[config.mk]
export PLATFORM = sky130hd
export DESIGN_NAME = pin_irq_ctrl
export DESIGN_NICKNAME = d
export VERILOG_FILES = /design/src/rtl/pin_irq_ctrl.sv
export SDC_FILE = /design/constraint.sdc
export NUM_CORES = 1
export LEC_CHECK = 0
export CORE_MARGIN = 2
export CORE_UTILIZATION = 25
export DETAILED_ROUTE_END_ITERATION = 12
export GPL_ROUTABILITY_DRIVEN = 0
export PLACE_DENSITY_LB_ADDON = 0.1
export SYNTH_ARGS = -nofsm -noshare
export SYNTH_HDL_FRONTEND = slang
export SYNTH_SLANG_ARGS = --single-unit
export TNS_END_PERCENT = 20
[constraint.sdc]
create_clock -name clk -period 3.3 [get_ports clk]
set_clock_uncertainty 0.2 [all_clocks]
set_input_delay 0.66 -clock clk [delete_from_list [all_inputs] [get_ports clk]]
set_output_delay 0.66 -clock clk [all_outputs]
set_load 0.02 [all_outputs]
[src/rtl/pin_irq_ctrl.sv]
module pin_irq_ctrl #(
  parameter int NCH = 8,
  parameter int AW  = 6,
  parameter int DW  = 32
) (
  input  logic           clk,
  input  logic           rst_n,
  input  logic           bus_sel,
  input  logic           bus_wr,
  input  logic [AW-1:0]  bus_addr,
  input  logic [DW-1:0]  bus_wdata,
  output logic [DW-1:0]  bus_rdata,
  input  logic [NCH-1:0] pin_in,
  output logic [NCH-1:0] irq
);
  localparam logic [AW-1:0] A_MODE = AW'('h00);
  localparam logic [AW-1:0] A_ENR  = AW'('h04);
  localparam logic [AW-1:0] A_SETR = AW'('h08);
  localparam logic [AW-1:0] A_CLRR = AW'('h0C);
  localparam logic [AW-1:0] A_ENF  = AW'('h10);
  localparam logic [AW-1:0] A_SETF = AW'('h14);
  localparam logic [AW-1:0] A_CLRF = AW'('h18);
  localparam logic [AW-1:0] A_RDET = AW'('h1C);
  localparam logic [AW-1:0] A_FDET = AW'('h20);
  localparam logic [AW-1:0] A_STAT = AW'('h24);

  logic [NCH-1:0] mode_q, enr_q, enf_q, rdet_q, fdet_q, samp_q;
  logic [NCH-1:0] wbits, rise_ev, fall_ev, lvl_st, status, clr_det;

  wire wr_en = bus_sel & bus_wr;
  wire rd_en = bus_sel & ~bus_wr;
  assign wbits = bus_wdata[NCH-1:0];

  wire hit_mode = wr_en && bus_addr == A_MODE;
  wire hit_enr  = wr_en && bus_addr == A_ENR;
  wire hit_setr = wr_en && bus_addr == A_SETR;
  wire hit_clrr = wr_en && bus_addr == A_CLRR;
  wire hit_enf  = wr_en && bus_addr == A_ENF;
  wire hit_setf = wr_en && bus_addr == A_SETF;
  wire hit_clrf = wr_en && bus_addr == A_CLRF;
  wire hit_rdet = wr_en && bus_addr == A_RDET;
  wire hit_fdet = wr_en && bus_addr == A_FDET;
  wire hit_stat = wr_en && bus_addr == A_STAT;

  assign rise_ev = pin_in & ~samp_q & enr_q & ~mode_q;
  assign fall_ev = ~pin_in & samp_q & enf_q & ~mode_q;
  assign lvl_st  = mode_q & enr_q & ~(samp_q ^ enf_q);
  assign status  = (~mode_q & (rdet_q | fdet_q)) | lvl_st;
  assign irq     = status;
  assign clr_det = hit_stat ? (wbits & ~mode_q) : '0;

  always_ff @(posedge clk or negedge rst_n) begin
    if (!rst_n) begin
      mode_q <= '0;
      enr_q  <= '0;
      enf_q  <= '0;
      rdet_q <= '0;
      fdet_q <= '0;
      samp_q <= '0;
    end else begin
      samp_q <= pin_in;
      if (hit_mode) mode_q <= wbits;
      if (hit_enr)       enr_q <= wbits;
      else if (hit_setr) enr_q <= enr_q | wbits;
      else if (hit_clrr) enr_q <= enr_q & ~wbits;
      if (hit_enf)       enf_q <= wbits;
      else if (hit_setf) enf_q <= enf_q | wbits;
      else if (hit_clrf) enf_q <= enf_q & ~wbits;
      else if (hit_stat) enf_q <= enf_q ^ (wbits & mode_q);
      rdet_q <= (rdet_q & ~(clr_det | (hit_rdet ? wbits : '0))) | rise_ev;
      fdet_q <= (fdet_q & ~(clr_det | (hit_fdet ? wbits : '0))) | fall_ev;
    end
  end

  always_comb begin
    bus_rdata = '0;
    if (rd_en) begin
      case (bus_addr)
        A_MODE:  bus_rdata[NCH-1:0] = mode_q;
        A_ENR:   bus_rdata[NCH-1:0] = enr_q;
        A_ENF:   bus_rdata[NCH-1:0] = enf_q;
        A_RDET:  bus_rdata[NCH-1:0] = rdet_q;
        A_FDET:  bus_rdata[NCH-1:0] = fdet_q;
        A_STAT:  bus_rdata[NCH-1:0] = status;
        default: bus_rdata = '0;
      endcase
    end
  end
endmodule

==> flow_summary.json, run 1 <==
{
  "drtIter0Drc": 171,
  "hold-worst-slack_ns": 0.220,
  "drc": 0,
  "antenna_found_initial": 0,
  "ios": 90,
  "crit_top_cell": "buf_4",
  "maxCapViolCount": 0,
  "die_area_um2": 13300,
  "synth.area.top_cells": "dfrtp_1 (39%), o21ai_0 (7.8%), buf_4 (5.8%)",
  "cts_buffer_depth": 2,
  "cpMaxStageDelayCell": "or4b_4",
  "synth_edf_count": 0,
  "syn_inst": 329,
  "antenna_left": 0,
  "clk_latency_ns": 0.28,
  "wl_met1_mm": 4.80,
  "cts_max_level": 2,
  "critPathMaxStageDelay_ns": 0.54,
  "cts_tree": "built",
  "grt_overflow": 0,
  "slew_violations": 0,
  "fin_nets": 443,
  "syn-mean-instance-area_um2": 9.40,
  "fin_crit_sh_pct": 97.8,
  "synth_top_cell_by_area": "dfrtp_1",
  "cp_max_fo": 4,
  "clockRootBuffer": "clkbuf_16",
  "cts.sinks": 48,
  "yosysWarnings": 0,
  "wl_per_cell_um": 17.7,
  "cts_buffers": 5,
  "grt_pass1_vias": 2689,
  "max_freq_ghz": 0.310,
  "wl_met2_mm": 4.77,
  "layout-drive-gt1-share_pct": 18.3,
  "core-area_um2": 12100,
  "place_hpwl_mm": 7.15,
  "area_delta_synth_final_pct": 28.6,
  "cp_cell_sequence": "dlygate4sd2_1, or4b_4, or3_1, buf_4, o22ai_1, buf_4",
  "routed.top_layer": "met4",
  "tightest_slew_ns": 0.736,
  "die_y_um": 115,
  "required_ns": 2.44,
  "critPathTopFamily": "simple AND/OR/NAND/NOR gates",
  "synth.distinct_cells": 41,
  "ir_worst_vdd_uv": 246,
  "hold_path.class": "input pin to asynchronous set/reset pin",
  "initial_core_util_pct": 25.6,
  "outcome": "finished, final reports clean",
  "wirelength_mm": 9.95,
  "crit_type": "input pin to output port",
  "grt_use_total_pct": 15.4,
  "fp.dieW_um": 115,
  "drtPass1Iterations": 4,
  "antenna_cells": 0,
  "vias": 2746,
  "row_count": 40,
  "grt_pass1_wl_mm": 15.5,
  "grt_max_degree": 29,
  "fin_crit_ns": 3.23,
  "leakage_nw": 1.61,
  "synth-seq-area-share_pct": 38.8,
  "finalHoldViolCount": 0,
  "async_flop_share_pct": 100,
  "viasPerCell": 4.89,
  "slew_headroom_pct": 50.9,
  "yosysTopAreaCellShare_pct": 38.8,
  "placed_area_um2": 3810,
  "crit_buf_inv": 3,
  "design_area_um2": 3980,
  "synth_top_flop_cell": "dfrtp_1",
  "wl_met3_um": 314,
  "post-route-util_pct": 33.0,
  "portBuffers": 41,
  "synth_seq_cells": 48,
  "cts.clk_slew.worst_paths_ns": 0.07,
  "start_kind": "input pin",
  "rsz0062_at_grt": "no",
  "power.density_nw_per_um2": 496,
  "netlist_area_um2": 3090,
  "endpoint_kind": "output port",
  "cp.arrival_ns": 2.37,
  "finalSetupViolCount": 0
}
routing by layer:
metal / GRT usage [%] / vias to the layer above
met5: 0 / -
met4: 3.86 / 0
met3: 1.85 / 2
met2: 26.0 / 71
met1: 21.2 / 1336
li1: - / 1337
Yosys cell counts (all sizes together), types with 2 or more instances:
master	count
o21ai	56
o22ai	8
a32o	8
or4	4
clkbuf	14
nor4bb	15
nand2b	2
nand3b	10
nor2	9
nor3	13
a22oi	8
nand2	17
mux2i	8
xnor2	16
nor4	3
mux2	8
dfrtp	48
o211ai	8
o311a	7
a21o	16
nand3	8
buf	30
cell type report:
| type | instances | area, um^2 |
|---|---|---|
| flip-flops and latches | 48 | 1200 |
| well taps | 168 | 210 |
| multi-input cells | 258 | 1740 |
| fillers | 1248 | 8080 |
| clock buffers | 6 | 129 |
| inverters | 2 | 7.51 |
| repair buffers | 78 | 651 |
| clock inverters | 2 | 35.0 |
logic make-up after synthesis:
group | Yosys count | synth area share [%]
AO/OA/AOI/OAI | 114 | 24.0
AND/OR/NAND/NOR | 88 | 18.1
flip-flops | 48 | 38.8
buffers and inverters | 46 | 8.86
XOR/XNOR | 16 | 4.53
multiplexers | 16 | 5.50
other | 1 | 0.121
worst paths after layout:
kind                       slack, ns                  start                         end  cells past startpoint
max                             0.07            bus_addr[1]                bus_rdata[6]                      6
min in group clk                0.30    fdet_q[7]$_DFF_PN0_         fdet_q[7]$_DFF_PN0_                      1
max reg2reg                     1.91  mode_q[6]$_DFFE_PN0P_         rdet_q[6]$_DFF_PN0_                      3
min                             0.22                  rst_n         samp_q[2]$_DFF_PN0_                      1
max in group asynchronous       2.00                  rst_n  asynchronous set/reset pin                      2
min reg2reg                     0.30    fdet_q[7]$_DFF_PN0_         fdet_q[7]$_DFF_PN0_                      1
per-stage QoR:
step	power [mW]	TNS [ns]	worst slack, ns	instances
after CTS	1.99	0	0.0686	562
after global placement	1.39	-4.69	-0.631	554
after floorplan	1.17	0	0.239	352
final	1.97	0	0.0719	562
after global routing	2.09	0	0.0221	562
after detailed placement	1.40	-4.70	-0.639	554
placed cells by master (no fill, tap or decap), types with 9 or more instances in the layout:
cell type	count
a21o_1	16
dfrtp_1	48
clkdlybuf4s50_1	28
nand3b_1	10
nor2_1	9
xnor2_1	16
nand2_1	17
nor4bb_1	15
buf_4	42
o21ai_0	48
nor3_1	10
conb_1	24
worst register-to-register path: stages, from the launching register on:
cell	delay, ns
dfrtp_1	0.50
nor3_1	0.27
o21ai_0	0.14
a21o_1	0.19
where the power goes:
group / internal, mW / switching, mW / total, mW
Sequential: 0.698 / 0.120 / 0.819
Clock: 0.357 / 0.227 / 0.584
Combinational: 0.289 / 0.281 / 0.570
Total: 1.34 / 0.628 / 1.97
timing repair:
action	4_1_cts	5_1_grt
endpoints found under the setup margin	8	3
hold buffers	0	0
gates resized for setup	47	1
setup buffers	0	0
(Power assumes the default switching activity.)
==> inputs of run 2 (changes only) <==
--- a/config.mk
+++ b/config.mk
@@ -7,7 +7,9 @@
 export LEC_CHECK = 0
 export CORE_MARGIN = 2
 export CORE_UTILIZATION = 25
+export CTS_CLUSTER_DIAMETER = 100
 export DETAILED_ROUTE_END_ITERATION = 12
+export DONT_BUFFER_PORTS = 1
 export GPL_ROUTABILITY_DRIVEN = 0
 export PLACE_DENSITY_LB_ADDON = 0.1
 export SYNTH_ARGS = -nofsm -noshare
==> flow_summary.json, run 2 (same netlist as run 1, synthesis figures left out) <==
{
  "cp-startpoint": "bus_addr[1]",
  "ir_worst_vdd_uv": 176,
  "initial_core_util_pct": 25.6,
  "grt_use_total_pct": 15.5,
  "cts_buffer_depth": 2,
  "cp_max_fo": 8,
  "tns_ns": 0,
  "viasPerCell": 5.10,
  "grt_pass1_wl_mm": 15.3,
  "r2r_start": "mode_q[3]$_DFFE_PN0P_",
  "hold_path.class": "input pin to asynchronous set/reset pin",
  "layout-drive-gt1-share_pct": 13.4,
  "design_area_um2": 3500,
  "cts.clk_slew.worst_paths_ns": 0.07,
  "die_y_um": 115,
  "path_depth": 4,
  "post_cts_buffers": 0,
  "critPathMaxStageDelay_ns": 0.61,
  "cp.arrival_ns": 2.25,
  "grt_max_degree": 49,
  "grt_overflow": 0,
  "finalSetupViolCount": 0,
  "grt_pass1_vias": 2595,
  "outcome": "finished, final reports clean",
  "max_freq_ghz": 0.322,
  "cp_cell_sequence": "or4b_1, or3_1, o22ai_1, buf_4",
  "fin_crit_sh_pct": 94.2,
  "wirelength_mm": 9.95,
  "clockRootBuffer": "clkbuf_16",
  "most-common-layout-cells": "o21ai_0 (48), dfrtp_1 (48), buf_4 (27)",
  "drtPass1Iterations": 4,
  "clk_latency_ns": 0.29,
  "fin_crit_ns": 3.11,
  "tightest_slew_ns": 0.714,
  "ff2ff_path_depth": 3,
  "r2r-end": "rdet_q[3]$_DFF_PN0_",
  "critPathTopFamily": "simple AND/OR/NAND/NOR gates",
  "cts.sinks": 48,
  "core-area_um2": 12100,
  "portBuffers": 0,
  "place_hpwl_mm": 6.75,
  "antenna_cells": 0,
  "row_count": 40,
  "vias": 2611,
  "wl_per_cell_um": 19.4,
  "power.density_nw_per_um2": 502,
  "rsz0062_at_grt": "no",
  "maxCapViolCount": 0,
  "drc": 0,
  "ios": 90,
  "required_ns": 2.44,
  "antenna_found_initial": 0,
  "crit_type": "input pin to output port",
  "critPathCapture": "bus_rdata[1]",
  "die_area_um2": 13300,
  "cts_tree": "built",
  "antenna_left": 0,
  "fp.dieW_um": 115,
  "drtIter0Drc": 205,
  "finalHoldViolCount": 0,
  "placed_area_um2": 3330,
  "cts_buffers": 5,
  "endpoint_kind": "output port",
  "slew_violations": 0,
  "rrSetupSlack_ns": 1.89,
  "leakage_nw": 1.38,
  "crit_buf_inv": 1,
  "slew_headroom_pct": 51.9,
  "cts_max_level": 2,
  "area_delta_synth_final_pct": 13.1,
  "start_kind": "input pin",
  "cpMaxStageDelayCell": "or3_1",
  "fin_nets": 393
}
## run 2: layer usage
layer | GRT usage [%] | up-vias | part of all wire (%)
met5 | 0 | - | 0
met4 | 5.22 | 0 | 1.9
met3 | 3.64 | 16 | 7.2
met2 | 25.2 | 96 | 46
met1 | 20.3 | 1264 | 45
li1 | - | 1235 | -
## run 2: timing repair
action / 4_1_cts / 5_1_grt
resized for setup: 0 / 0
endpoints found under the hold margin: 48 / 0
hold buffers: 1 / 0
setup endpoints to repair: 0 / 0
## run 2: worst min-delay path by stage
stage               startpoint                         end  cells past startpoint
floorplan                rst_n  asynchronous set/reset pin                      0
global placement         rst_n         samp_q[2]$_DFF_PN0_                      0
detailed placement       rst_n         rdet_q[2]$_DFF_PN0_                      0
CTS                      rst_n         samp_q[2]$_DFF_PN0_                      1
global route             rst_n         rdet_q[2]$_DFF_PN0_                      1
finish                   rst_n         rdet_q[2]$_DFF_PN0_                      1
## run 2: per-stage QoR
step,cells,setup WS [ns],utilization (%),total power [mW],hold slack [ns]
floorplan,352,0.239,-,1.17,0.164
global placement,503,0.179,27.6,1.22,0.166
detailed placement,503,0.192,27.6,1.23,0.166
CTS,512,0.188,29.0,1.79,0.0321
global route,512,0.170,29.0,1.87,0.0408
finish,512,0.191,29.0,1.76,0.0260
## run 2: area by class of cell
cell class,count,area (um^2)
clock buffer,8,146
fill,1283,8560
inverter,2,7.51
multi-input combinational,258,1700
sequential,48,1200
tap,168,210
timing repair buffer,28,230
## run 2: where the power goes
part	switching, mW	total [mW]	internal [mW]
clock network	0.229	0.532	0.303
registers	0.121	0.819	0.698
logic	0.234	0.407	0.173
## run 2: worst register-to-register path, cell delays in order, from the launching register on
cell     delay (ns)
dfrtp_1        0.49
nor3_1         0.27
o21ai_0        0.16
a21o_1         0.19
